### config.mk
export PLATFORM = sky130hd
export DESIGN_NAME = cp0_hazard_ctl
export DESIGN_NICKNAME = d
export VERILOG_FILES = /design/src/rtl/cp0h_pkg.sv /design/src/rtl/cp0h_inflight_ctr.sv /design/src/rtl/cp0h_classify.sv /design/src/rtl/cp0h_drain_fsm.sv /design/src/rtl/cp0_hazard_ctl.sv
export SDC_FILE = /design/constraint.sdc
export NUM_CORES = 1
export LEC_CHECK = 0
export ABC_AREA = 0
export BUFFER_PORTS_ARGS = -buffer_cell sky130_fd_sc_hd__clkbuf_2
export CAP_MARGIN = 5
export CORE_UTILIZATION = 54
export CTS_CLUSTER_DIAMETER = 50
export CTS_CLUSTER_SIZE = 30
export DETAILED_ROUTE_END_ITERATION = 16
export PLACE_DENSITY = 0.77
export SYNTH_ARGS = -nofsm -noshare
export SYNTH_HDL_FRONTEND = slang
export SYNTH_SLANG_ARGS = --single-unit
### constraint.sdc
create_clock -name clk -period 3 [get_ports clk]
set_input_delay 0.15 -clock clk [delete_from_list [all_inputs] [get_ports clk]]
set_output_delay 0.15 -clock clk [all_outputs]
set_load 0.05 [all_outputs]
### src/rtl/cp0h_pkg.sv
package cp0h_pkg;
  typedef enum logic [1:0] {
    CLS_PLAIN   = 2'd0,
    CLS_BARRIER = 2'd1,
    CLS_REGJUMP = 2'd2,
    CLS_CP0READ = 2'd3
  } iss_class_e;

  typedef enum logic {
    DRN_CP0  = 1'b0,
    DRN_FULL = 1'b1
  } drain_kind_e;
endpackage

### src/rtl/cp0h_inflight_ctr.sv
module cp0h_inflight_ctr #(
  parameter int MAX = 11,
  parameter int W   = $clog2(MAX + 1)
) (
  input  logic         clk,
  input  logic         rst_n,
  input  logic         inc,
  input  logic         dec,
  output logic [W-1:0] cnt,
  output logic         is_zero,
  output logic         is_full
);
  logic [W-1:0] cnt_q;

  always_ff @(posedge clk or negedge rst_n) begin
    if (!rst_n) begin
      cnt_q <= '0;
    end else if (inc && !dec) begin
      cnt_q <= cnt_q + W'(1);
    end else if (dec && !inc) begin
      cnt_q <= cnt_q - W'(1);
    end
  end

  assign cnt     = cnt_q;
  assign is_zero = (cnt_q == '0);
  assign is_full = (cnt_q == W'(MAX));
endmodule

### src/rtl/cp0h_classify.sv
module cp0h_classify
  import cp0h_pkg::*;
(
  input  iss_class_e  cls,
  input  logic        kernel,
  input  logic        auto_haz,
  input  logic        slow_bar,
  input  logic        any_inflight,
  input  logic        cp0_inflight,
  output logic        need_stall,
  output drain_kind_e kind
);
  logic acts_as_barrier;
  logic acts_as_consumer;
  logic barrier_blocked;

  always_comb begin
    acts_as_barrier  = (cls == CLS_BARRIER) ||
                       (auto_haz && kernel && (cls == CLS_REGJUMP));
    acts_as_consumer = auto_haz && (cls == CLS_CP0READ);
    barrier_blocked  = slow_bar ? any_inflight : cp0_inflight;

    if (acts_as_barrier) begin
      need_stall = barrier_blocked;
      kind       = DRN_FULL;
    end else if (acts_as_consumer) begin
      need_stall = cp0_inflight;
      kind       = DRN_CP0;
    end else begin
      need_stall = 1'b0;
      kind       = DRN_CP0;
    end
  end
endmodule

### src/rtl/cp0h_drain_fsm.sv
module cp0h_drain_fsm
  import cp0h_pkg::*;
(
  input  logic        clk,
  input  logic        rst_n,
  input  logic        start,
  input  drain_kind_e start_kind,
  input  logic        tot_zero,
  input  logic        cp0_zero,
  input  logic        flush_pend,
  output logic        draining
);
  logic        drain_q;
  drain_kind_e kind_q;
  logic        done;

  always_comb begin
    done = cp0_zero && !flush_pend && ((kind_q == DRN_CP0) || tot_zero);
  end

  always_ff @(posedge clk or negedge rst_n) begin
    if (!rst_n) begin
      drain_q <= 1'b0;
      kind_q  <= DRN_CP0;
    end else if (!drain_q) begin
      if (start) begin
        drain_q <= 1'b1;
        kind_q  <= start_kind;
      end
    end else if (done) begin
      drain_q <= 1'b0;
    end
  end

  assign draining = drain_q;
endmodule

### src/rtl/cp0_hazard_ctl.sv
module cp0_hazard_ctl
  import cp0h_pkg::*;
#(
  parameter int PIPE_DEPTH = 11
) (
  input  logic       clk,
  input  logic       rst_n,
  input  logic       cfg_load,
  input  logic       cfg_slow_bar,
  input  logic       cfg_auto_haz,
  input  logic       iss_valid,
  input  logic [1:0] iss_class,
  input  logic       iss_wr_cp0,
  input  logic       iss_kernel,
  input  logic       grad_valid,
  input  logic       grad_wr_cp0,
  input  logic       flush_pend,
  output logic       iss_stall
);
  localparam int CNT_W  = $clog2(PIPE_DEPTH + 1);
  localparam int N_CTR  = 2;
  localparam int IX_TOT = 0;
  localparam int IX_CP0 = 1;

  logic slow_q;
  logic auto_q;

  always_ff @(posedge clk or negedge rst_n) begin
    if (!rst_n) begin
      slow_q <= 1'b0;
      auto_q <= 1'b0;
    end else if (cfg_load) begin
      slow_q <= cfg_slow_bar;
      auto_q <= cfg_auto_haz;
    end
  end

  logic [N_CTR-1:0] ctr_inc;
  logic [N_CTR-1:0] ctr_dec;
  logic [N_CTR-1:0] ctr_zero;
  logic [N_CTR-1:0] ctr_full;
  logic [CNT_W-1:0] ctr_cnt [N_CTR];
  logic             accept;

  assign accept           = iss_valid && !iss_stall;
  assign ctr_inc[IX_TOT]  = accept;
  assign ctr_inc[IX_CP0]  = accept && iss_wr_cp0;
  assign ctr_dec[IX_TOT]  = grad_valid;
  assign ctr_dec[IX_CP0]  = grad_valid && grad_wr_cp0;

  for (genvar g = 0; g < N_CTR; g++) begin : g_ctr
    cp0h_inflight_ctr #(.MAX(PIPE_DEPTH), .W(CNT_W)) u_ctr (
      .clk     (clk),
      .rst_n   (rst_n),
      .inc     (ctr_inc[g]),
      .dec     (ctr_dec[g]),
      .cnt     (ctr_cnt[g]),
      .is_zero (ctr_zero[g]),
      .is_full (ctr_full[g])
    );
  end

  logic [CNT_W-1:0] tot_cnt;
  logic [CNT_W-1:0] cp0_cnt;
  assign tot_cnt = ctr_cnt[IX_TOT];
  assign cp0_cnt = ctr_cnt[IX_CP0];

  logic        need_stall;
  drain_kind_e need_kind;

  cp0h_classify u_cls (
    .cls          (iss_class_e'(iss_class)),
    .kernel       (iss_kernel),
    .auto_haz     (auto_q),
    .slow_bar     (slow_q),
    .any_inflight (!ctr_zero[IX_TOT]),
    .cp0_inflight (!ctr_zero[IX_CP0]),
    .need_stall   (need_stall),
    .kind         (need_kind)
  );

  logic drain_q;

  cp0h_drain_fsm u_fsm (
    .clk        (clk),
    .rst_n      (rst_n),
    .start      (iss_valid && need_stall),
    .start_kind (need_kind),
    .tot_zero   (ctr_zero[IX_TOT]),
    .cp0_zero   (ctr_zero[IX_CP0]),
    .flush_pend (flush_pend),
    .draining   (drain_q)
  );

  assign iss_stall = drain_q || (iss_valid && (need_stall || ctr_full[IX_TOT]));
endmodule

==> results_dict.tcl <==
set metrics [dict create \
    outcome "finished, final reports clean" \
    intPower_mw 0.537 \
    placed_area_um2 965 \
    drt_iter0_drc 17 \
    r2r-start "g_ctr[0].u_ctr.cnt[1]" \
    fin_crit_ns 2.84 \
    wl_per_cell_um 15.0 \
    setup_violations 0 \
    synth_seq_cells 12 \
    fp.dieW_um 42.4 \
    maxCapViolations 0 \
    min_period_over_period_pct 94.8 \
    port_buffers 13 \
    clock_latency_ns 0.27 \
    final.setup.worst_slack_ns 0.157 \
    seq_area_frac_synth_pct 34.1 \
    diodes 0 \
    die_area_um2 1790 \
    syn_inst 88 \
    grt_pass1_vias 751 \
    antenna_left 0 \
    ys_types 34 \
    holdPathStages 2 \
    drtPass1Iterations 4 \
    fin_cells 121 \
    clockBufferDepth 2 \
    reg2reg_to "g_ctr[1].u_ctr.cnt[3]" \
    p_switching_mw 0.380 \
    worstPathArrival_ns 2.99 \
    cts-htree-levels 1 \
    cp_max_fo 6 \
    nets 127 \
    syn_to_final_growth_pct 17.9 \
    fin_worst_skew_ns 0.00625 \
    vias 741 \
    power_mw 0.918 \
    cts_buffers 3 \
    drive_gt1_share_pct 33.3 \
    path_class "flop to flop" \
    nFillCells 115 \
    critPathLaunchType "flop" \
    antenna_found_initial 0 \
    final_common_cell "clkbuf_2" \
    netlist_area_um2 880 \
    grt_pass1_wl_um 3110 \
    post-route-util_pct 68.9 \
    place_ws_ns 0.0551 \
    timing_hold_violations_final 0 \
    r2r_cells 11 \
    fmax_ghz 0.352 \
    p_per_area_nw_per_um2 885 \
    hold_path_startpoint "cfg_auto_haz" \
    worst_pin_slew_ns 0.296 \
    clk_pin_slew_ns 0.08 \
    grt_usage_pct 22.6 \
    place_inst 116 \
    grt_max_degree 13 \
    die_y_um 42.4 \
    synthTopCellsByArea "dfrtp_1 (34%), ha_1 (8.5%), mux2_2 (5.1%)" \
    ys_warn_count 0 \
    worst_ir_drop_vdd_mv 0.498 \
    initial_core_util_pct 58.4 \
    min_path_type "input port to flop" \
    slew_headroom_pct 80.0 \
    cts_sinks 12 \
    finalMaxSlewViolations 0 \
    rows 14 \
    coreArea_um2 1510 \
    power_frac_clock_pct 14.2 \
    setup_tns_ns 0 \
    endpoint_kind "flop" \
    holdWs_ns 0.105 \
    finalInstanceArea_um2 1040 \
    cts_tree "yes" \
    syn-mean-instance-area_um2 10.0 \
    final_cell_mix "clkbuf_2 (13), dfrtp_1 (11), nand2_1 (7), nor3_1 (7), o21ai_0 (5)" \
    cts_root_buf "clkbuf_4" \
    syn-num-nets 109 \
    switching_share_pct 41.5 \
    dpl.hpwl_um 1400 \
    synth_top_area_share_pct 34.1 \
    wirelength_um 1810 \
    overflow 0 \
    routabilityCongestion 0.889 \
    viasPerCell 6.12 \
    holdPathEnd "auto_q" \
    io_pins 14 \
    yosysTopAreaCell "dfrtp_1" \
    leakage_nw 0.437 \
    drc 0 \
    worstPathRequired_ns 3.15 \
    sequentialPowerShare_pct 33.7 \
    p_comb_share_pct 52.1 \
    rrSetupSlack_ns 0.16 \
]
## repair_timing
item | in CTS | in global routing
setup buffers | 0 | 0
setup endpoints to repair | 0 | 2
endpoints found under the hold margin | 12 | 0
hold buffers | 1 | 0
resized for setup | 0 | 10
## synthesized netlist by cell type, drive strengths merged
library cell	number
a2111oi	2
a211oi	2
a21o	2
a21oi	3
and2	1
and2b	2
and4b	1
clkbuf	2
dfrtp	12
fa	2
ha	6
inv	4
mux2	4
mux2i	2
nand2	7
nand2b	1
nand3	2
nand4b	1
nor2	1
nor2b	2
nor3	7
nor3b	1
nor4bb	1
o211a	1
o211ai	2
o21a	1
o21ai	6
o22a	1
o31ai	2
o41a	1
or4	2
xnor2	4
## metal layers
metal  vias up  GRT usage, %  share of wire [%]
met4         0          9.38                1.2
met1       357          27.9                 46
met5         -             0                  0
li1        369             -                  -
met2        11          39.1                 50
met3         4          3.45                2.5
## final cells by class
class,instances,area (um^2),area share [%]
Clock buffer,4,36.3,3.50
Inverter,4,15.0,1.45
Multi-Input combinational cell,70,582,56.1
Sequential cell,12,302,29.1
Tap cell,16,20.0,1.93
Timing Repair Buffer,15,82.6,7.96
## flip-flops by register name, summed over array words and instances, names as in the netlist
signal,count
u_fsm.kind_q,1
g_ctr.u_ctr.cnt,8
slow_q,1
auto_q,1
u_fsm.draining,1
## worst max-delay path by stage
stage | start | slack, ns | to
after detailed placement | g_ctr[0].u_ctr.cnt[1] | 0.06 | g_ctr[0].u_ctr.cnt[3]
after global routing | g_ctr[0].u_ctr.cnt[1] | -0.02 | g_ctr[0].u_ctr.cnt[3]
after global placement | g_ctr[0].u_ctr.cnt[1] | 0.19 | g_ctr[1].u_ctr.cnt[3]
after CTS | g_ctr[0].u_ctr.cnt[1] | 0.04 | g_ctr[0].u_ctr.cnt[3]
after floorplan | g_ctr[0].u_ctr.cnt[0] | 0.34 | g_ctr[1].u_ctr.cnt[3]
final | g_ctr[0].u_ctr.cnt[1] | 0.16 | g_ctr[1].u_ctr.cnt[3]
## cell families (layout without fill, tap and decap cells)
group / Yosys count / count (layout) / share of synthesized area [%]
mux: 6 / 6 / 7.40
xor+xnor: 4 / 4 / 3.98
flops: 12 / 12 / 34.1
compound gates: 23 / 23 / 18.8
buf+inv: 6 / 23 / 2.56
simple gates: 29 / 29 / 20.1
fa+ha+maj: 8 / 8 / 13.1
## worst max-delay path, stage by stage (launching register included)
cell and delay, ns:
dfrtp_2 0.45, o41a_1 0.45, o21ai_1 0.16, nand3_1 0.16
nor3b_2 0.19, ha_2 0.24, inv_1 0.11, ha_1 0.29
a21o_1 0.19, a21oi_1 0.20, mux2i_1 0.20, o31ai_1 0.08
## power by group through the flow
stage	Clock, mW	Sequential, mW	Combinational, mW
after floorplan	0	0.296	0.346
after global placement	0	0.305	0.426
after detailed placement	0	0.309	0.446
after CTS	0.132	0.306	0.450
after global routing	0.144	0.323	0.533
final	0.130	0.309	0.478
Note: power is estimated with default switching activity, not from simulation.
